--- config.mk ---
export PLATFORM = sky130hd
export DESIGN_NAME = bitrate_gen
export DESIGN_NICKNAME = d
export VERILOG_FILES = /design/src/rtl/brg_pkg.sv /design/src/rtl/brg_os_counter.sv /design/src/rtl/brg_phase_div.sv /design/src/rtl/brg_line_clock.sv /design/src/rtl/bitrate_gen.sv
export SDC_FILE = /design/constraint.sdc
export NUM_CORES = 1
export LEC_CHECK = 0
export BUFFER_PORTS_ARGS = -buffer_cell sky130_fd_sc_hd__buf_2
export CAP_MARGIN = 10
export CORE_UTILIZATION = 50
export DETAILED_ROUTE_END_ITERATION = 16
export PLACE_DENSITY_LB_ADDON = 0.2
export SYNTH_ARGS = -nofsm -noshare
export SYNTH_HDL_FRONTEND = slang
export SYNTH_SLANG_ARGS = --single-unit
--- constraint.sdc ---
create_clock -name clk -period 3.32 [get_ports clk]
set_input_delay 0.664 -clock clk [delete_from_list [all_inputs] [get_ports clk]]
set_output_delay 0.664 -clock clk [all_outputs]
set_load 0.01 [all_outputs]
--- src/rtl/brg_pkg.sv ---
package brg_pkg;

  typedef enum logic [1:0] {
    MODE_ASYNC_X16 = 2'b00,
    MODE_ASYNC_X8  = 2'b01,
    MODE_SYNC_X2   = 2'b10,
    MODE_RSVD      = 2'b11
  } brg_mode_e;

  localparam int PHASE_W = 4;

  // last sub-bit phase index for each mode (factor minus one)
  function automatic logic [PHASE_W-1:0] last_phase(brg_mode_e m);
    case (m)
      MODE_ASYNC_X8: last_phase = PHASE_W'(7);
      MODE_SYNC_X2:  last_phase = PHASE_W'(1);
      default:       last_phase = PHASE_W'(15);
    endcase
  endfunction

endpackage

--- src/rtl/brg_os_counter.sv ---
module brg_os_counter #(
  parameter int CNT_W = 12
) (
  input  logic             clk,
  input  logic             rst_n,
  input  logic             load_en,
  input  logic [CNT_W-1:0] load_val,
  input  logic [CNT_W-1:0] period_m1,
  output logic             tick
);

  logic [CNT_W-1:0] cnt;

  always_ff @(posedge clk) begin
    if (!rst_n)          cnt <= '0;
    else if (load_en)    cnt <= load_val;
    else if (cnt == '0)  cnt <= period_m1;
    else                 cnt <= cnt - CNT_W'(1);
  end

  assign tick = (cnt == '0);

  // a reload with a nonzero value silences the strobe in the next cycle
  assert_reload_quiet_R8: assert property (@(posedge clk) disable iff (!rst_n)
    (load_en && load_val != '0) |=> !tick);

endmodule

--- src/rtl/brg_phase_div.sv ---
module brg_phase_div
  import brg_pkg::*;
(
  input  logic      clk,
  input  logic      rst_n,
  input  logic      clear,
  input  brg_mode_e mode,
  input  logic      os_tick,
  output logic      bit_tick
);

  logic [PHASE_W-1:0] phase;
  logic [PHASE_W-1:0] last;
  logic               wrap;

  assign last = last_phase(mode);
  assign wrap = (phase >= last);

  always_ff @(posedge clk) begin
    if (!rst_n)       phase <= '0;
    else if (clear)   phase <= '0;
    else if (os_tick) phase <= wrap ? '0 : phase + PHASE_W'(1);
  end

  assign bit_tick = os_tick && wrap;

  // the bit strobe is a single-cycle pulse
  assert_bit_single_R9: assert property (@(posedge clk) disable iff (!rst_n)
    bit_tick |=> !bit_tick);

endmodule

--- src/rtl/brg_line_clock.sv ---
module brg_line_clock
  import brg_pkg::*;
(
  input  logic      clk,
  input  logic      rst_n,
  input  logic      clear,
  input  brg_mode_e mode,
  input  logic      os_tick,
  output logic      sclk
);

  always_ff @(posedge clk) begin
    if (!rst_n)                                sclk <= 1'b0;
    else if (mode != MODE_SYNC_X2 || clear)    sclk <= 1'b0;
    else if (os_tick)                          sclk <= ~sclk;
  end

  // line clock idles low outside synchronous master mode
  assert_sclk_idle_R7: assert property (@(posedge clk) disable iff (!rst_n)
    (mode != MODE_SYNC_X2) |=> !sclk);

endmodule

--- src/rtl/bitrate_gen.sv ---
module bitrate_gen
  import brg_pkg::*;
#(
  parameter int DIV_W = 12
) (
  input  logic             clk,
  input  logic             rst_n,
  input  logic [1:0]       mode,
  input  logic             div_we,
  input  logic [DIV_W-1:0] div_wdata,
  output logic             os_tick,
  output logic             bit_tick,
  output logic             sclk_out
);

  brg_mode_e        mode_e;
  logic [DIV_W-1:0] divisor;

  assign mode_e = brg_mode_e'(mode);

  always_ff @(posedge clk) begin
    if (!rst_n)      divisor <= '0;
    else if (div_we) divisor <= div_wdata;
  end

  brg_os_counter #(.CNT_W(DIV_W)) u_os (
    .clk       (clk),
    .rst_n     (rst_n),
    .load_en   (div_we),
    .load_val  (div_wdata),
    .period_m1 (divisor),
    .tick      (os_tick)
  );

  brg_phase_div u_phase (
    .clk      (clk),
    .rst_n    (rst_n),
    .clear    (div_we),
    .mode     (mode_e),
    .os_tick  (os_tick),
    .bit_tick (bit_tick)
  );

  brg_line_clock u_lclk (
    .clk     (clk),
    .rst_n   (rst_n),
    .clear   (div_we),
    .mode    (mode_e),
    .os_tick (os_tick),
    .sclk    (sclk_out)
  );

  // in sync master mode every oversample strobe flips the line clock
  assert_sclk_toggle_R6: assert property (@(posedge clk) disable iff (!rst_n)
    (mode_e == MODE_SYNC_X2 && os_tick && !div_we) |=> (sclk_out != $past(sclk_out)));

  // a bit strobe is always accompanied by an oversample strobe
  assert_bit_with_os_R9: assert property (@(posedge clk) disable iff (!rst_n)
    bit_tick |-> os_tick);

endmodule

* Word-level counts from Yosys, hierarchy flattened
Cells that the tools add are included.
Cells by class: add/subtract/negate cells 2, reductions and logical operators 5, bitwise operators 2, order comparisons 1, eq/ne operators 3, multipliers 0, div/mod/pow operators 0, shifts and indexed selects 0, muxes and demuxes 4
Operator list (count):
- 12-bit two-way mux | 2
- 12-bit logical NOT | 1
- 12-bit by 1-bit subtractor with 12-bit output (second input constant) | 1
- 4-bit one-hot mux with 2 select lines | 1
- 4-bit by 1-bit adder with 4-bit output (second input constant) | 1
- 4-bit greater-or-equal comparator | 1
- 4-bit two-way mux | 1
- 2-bit OR reduction | 2
- 2-bit by 1-bit equality test with 1-bit output (second input constant) | 1
- 2-bit equality test (second input constant) | 1
- 2-bit != test (second input constant) | 1
- 1-bit NOT | 2
- 1-bit logical AND | 1
- 1-bit logical OR | 1
Storage, ports and cells: memories kept 0, memory bits (read-only) 0, register bits after elaboration 29, logic and storage cells 21, RAM bits 0, bits in latches 0

* Longest topological paths before layout
depth in word-level cells 4, mapped depth 8, depth with buffers taken out 8

* Modules after synthesis
Synthesis repeated with hierarchy kept, for this count alone.
Second synthesis, totals: cells, all modules 180, area, all modules 1627.8 um^2
By module, submodules not included:
- brg_os_counter | instances 1, area each 814.5 um^2, cells each 102, sequential area each 240.2 um^2
- bitrate_gen | instances 1, area each 450.4 um^2, cells each 38, sequential area each 240.2 um^2
- brg_phase_div | instances 1, area each 319.1 um^2, cells each 36, sequential area each 80.1 um^2
- brg_line_clock | instances 1, area each 43.8 um^2, cells each 4, sequential area each 20.0 um^2

* Least setup slack after synthesis
Ideal clock, no wire load.
path type register -> output, start point register u_os.cnt[0], end point output port bit_tick, required time 2.656 ns, stages on the path, launching flop included 8, arrival time 2.162 ns, path slack 0.494 ns, path buffers 2, cell sequence dfxtp_1 > inv_1 > ha_1 > or4b_2 > or4_1 > clkbuf_2 > buf_2 > nor2_1
On the way: longest elaborated chain between the ends 2
RTL lines:
- from (decl) | RTL line brg_os_counter.sv:12 | logic [CNT_W-1:0] cnt;
- from (signal assigned) | RTL line brg_os_counter.sv:16 | else if (load_en) cnt <= load_val;
- from (signal assigned) | RTL line brg_os_counter.sv:17 | else if (cnt == '0) cnt <= period_m1;
- from (signal assigned) | RTL line brg_os_counter.sv:18 | else cnt <= cnt - CNT_W'(1);
- 12-bit logical NOT | RTL line brg_os_counter.sv:21 | assign tick = (cnt == '0);
- 1-bit logical AND | RTL line brg_phase_div.sv:25 | assign bit_tick = os_tick && wrap;
- to (decl) | RTL line bitrate_gen.sv:12 | output logic bit_tick,
No other way between the ends.

* Final worst setup path
Same ends and word-level chain as after synthesis.

==> results.cfg <==
[synth]
synth_fa_ha_area_frac = 0.0576
synth_top_area_frac = 0.382
yosysMostFrequentCell = dfxtp_1
yosys.area_share.simple = 0.203
synthMuxAreaShare = 0.0921
ys_seq_area_frac = 0.382
synth-compound-area-share = 0.193
ys.flop_type = dfxtp_1
synth_xor_area_frac = 0.0230
synth.top_cells.by_count = 29 x dfxtp_1, 19 x nor2_1, 14 x mux2i_1
synth_edf_count = 0
async_flop_share = 0
yosysTopAreaCell = dfxtp_1
syn_area_per_cell_sq_um = 8.45
synth_fp_nets = 204
ys_seq_elements = 29
synthesis.area_sq_um = 1520
synth_top_family_by_area = simple AND/OR/NAND/NOR gates
syn_inst = 180
ys_types = 40
ys_warn_count = 0
yosys-top-cells-area = dfxtp_1 38%, mux2i_1 9.2%, ha_1 5.8%, nor2_1 4.7%, a21oi_1 3.9%

[die]
core_area_sq_um = 2830
die_width_um = 57.2
pin_count = 20
row_count = 19
initial_core_util = 0.538
die_h_um = 57.2
dieArea_sq_um = 3270

[sta]
rsz0062_at_grt = no
fin_crit_ns = 3.16
clock_skew_ns = 0.00655
slew_violations = 0
fmaxAchievable_ghz = 0.316
setup_viol = 0
slew_headroom = 0.537
hold_violations = 0
period_share = 0.952
fin_setup_tns_ns = 0
tightest_slew_ns = 0.684

[finish]
diodes = 0
fill_cells = 264
multi_input_area_sq_um = 870
seqCellArea_sq_um = 581
layout-drive-gt1-share = 0.166
stdcell_area_sq_um = 1700
finalNetCount = 222
syn_to_final_growth_pct = 11.7

[clocking]
clk_latency_ns = 0.33
clock_sinks = 29
tritoncts = done
clock_path_buffers = 2
cts_root_buf = clkbuf_4
post-cts-setup-buffers = 0
cts_buffers = 5
cts.clk_slew.worst_paths_ns = 0.09
cts-htree-levels = 2

[place]
place.gp.congestion = 0.909
port_buffers = 19
dpl_cell_area_sq_um = 1630
dp_hpwl_um = 2440

[worst_setup_path]
crit_arrival_ns = 2.50
crit_start = u_os.cnt[0]
crit_path_end_kind = output port
start_kind = flip-flop
reg2regPathDepth = 7
crit_fanout = 9
criticalPathCategory = flip-flop to output port
worstPathRequired_ns = 2.66
ff2ff_setup_slack_ns = 0.76
r2r-start = u_os.cnt[0]
timing.rr.end = u_os.cnt[1]

[detailed_routing]
drt-initial-drc-count = 48
dr_total_vias = 1354
viasPerCell = 5.89
wl_per_cell_um = 14.3
wl_um = 3300
dr.pass1.iters = 12
drc = 2
antenna_left = 0

[worst_hold_path]
hp-class = flip-flop to flip-flop
hold_path.startpoint = divisor[9]
whs_path_depth = 2
whs_endpoint = divisor[9]

[global_route]
grt_max_degree = 25
grt_pass1_vias = 1376
grt_overflow = 0
grt_pass1_wl_um = 5930
grtUsageTotal = 0.240
grt_antenna_before_repair = 0

[run_status]
status = complete, but fails checks
violations = DRC

[power]
p_leak_uw = 0.000757
vdd.ir_drop.worst_v = 0.000250
p_per_area_nw_per_um2 = 490

[job]
max-cap-violations = 0
worst max-delay path by stage:
stage                           to  slack (ns)  cells past startpoint
after detailed placement   os_tick        0.36                      6
after floorplan           bit_tick        0.49                      7
after global routing      bit_tick        0.03                      6
after global placement     os_tick        0.45                      6
final                     bit_tick        0.16                      6
after CTS                  os_tick        0.08                      6
area by class of cell:
class,instances,share of cell area
clock buffer,7,0.0383
clock inverter,1,0.00295
inverter,10,0.0221
multi-input combinational,132,0.512
sequential,29,0.342
tap,31,0.0228
timing repair buffer,20,0.0604
sequential cells by signal, summed over array words and instances, names as in the netlist:
register	count
u_lclk.sclk	1
u_os.cnt	12
divisor	12
u_phase.phase	4
kinds of logic (layout without fill, tap and decap cells):
kind of cell,Yosys count,count (layout)
mux,14,14
compound gates,45,45
simple gates,62,62
buf+inv,19,38
flops,29,29
fa+ha+maj,7,7
xor+xnor,4,4
layout by cell type (no fill, tap or decap), types with 4 or more instances in the layout:
cell,n
dfxtp_1,29
clkbuf_4,5
nor3_1,4
nor2_1,19
nand3_1,8
buf_2,19
o21ai_0,11
inv_1,8
or3_1,4
nand2_1,12
a21oi_1,12
mux2i_1,14
ha_1,7
per-layer routing:
layer,share of wire,global-route usage
met1,0.46,0.273
met4,0.029,0.164
met5,0,0
met3,0.045,0.0794
met2,0.47,0.383
worst max-delay path: stages (launching register included):
cell	delay, ns
dfxtp_1	0.36
inv_1	0.12
ha_1	0.23
or4b_2	0.68
or4_4	0.51
nor2_1	0.14
buf_2	0.14
power by group:
group	internal (uW)	switching, uW
clock network	123	123
logic	83.5	100
registers	373	29.5
per-stage QoR:
stage	instances	util	power (uW)	setup slack (ns)	hold slack, ns
final	230	0.601	832	0.159	0.491
after global routing	230	0.601	885	0.0287	0.521
after CTS	230	0.601	841	0.0772	0.494
after detailed placement	222	0.575	589	0.357	0.476
after global placement	222	0.575	585	0.453	0.457
after floorplan	180	-	544	0.494	0.446
repair_timing:
action                                  4_1_cts  5_1_grt
cloned                                        0        0
pin swaps                                     0        0
endpoints found under the setup margin        1        1
hold buffers                                  0        0
gates resized for setup                       1        1
Note: power is estimated with default switching activity, not from simulation.
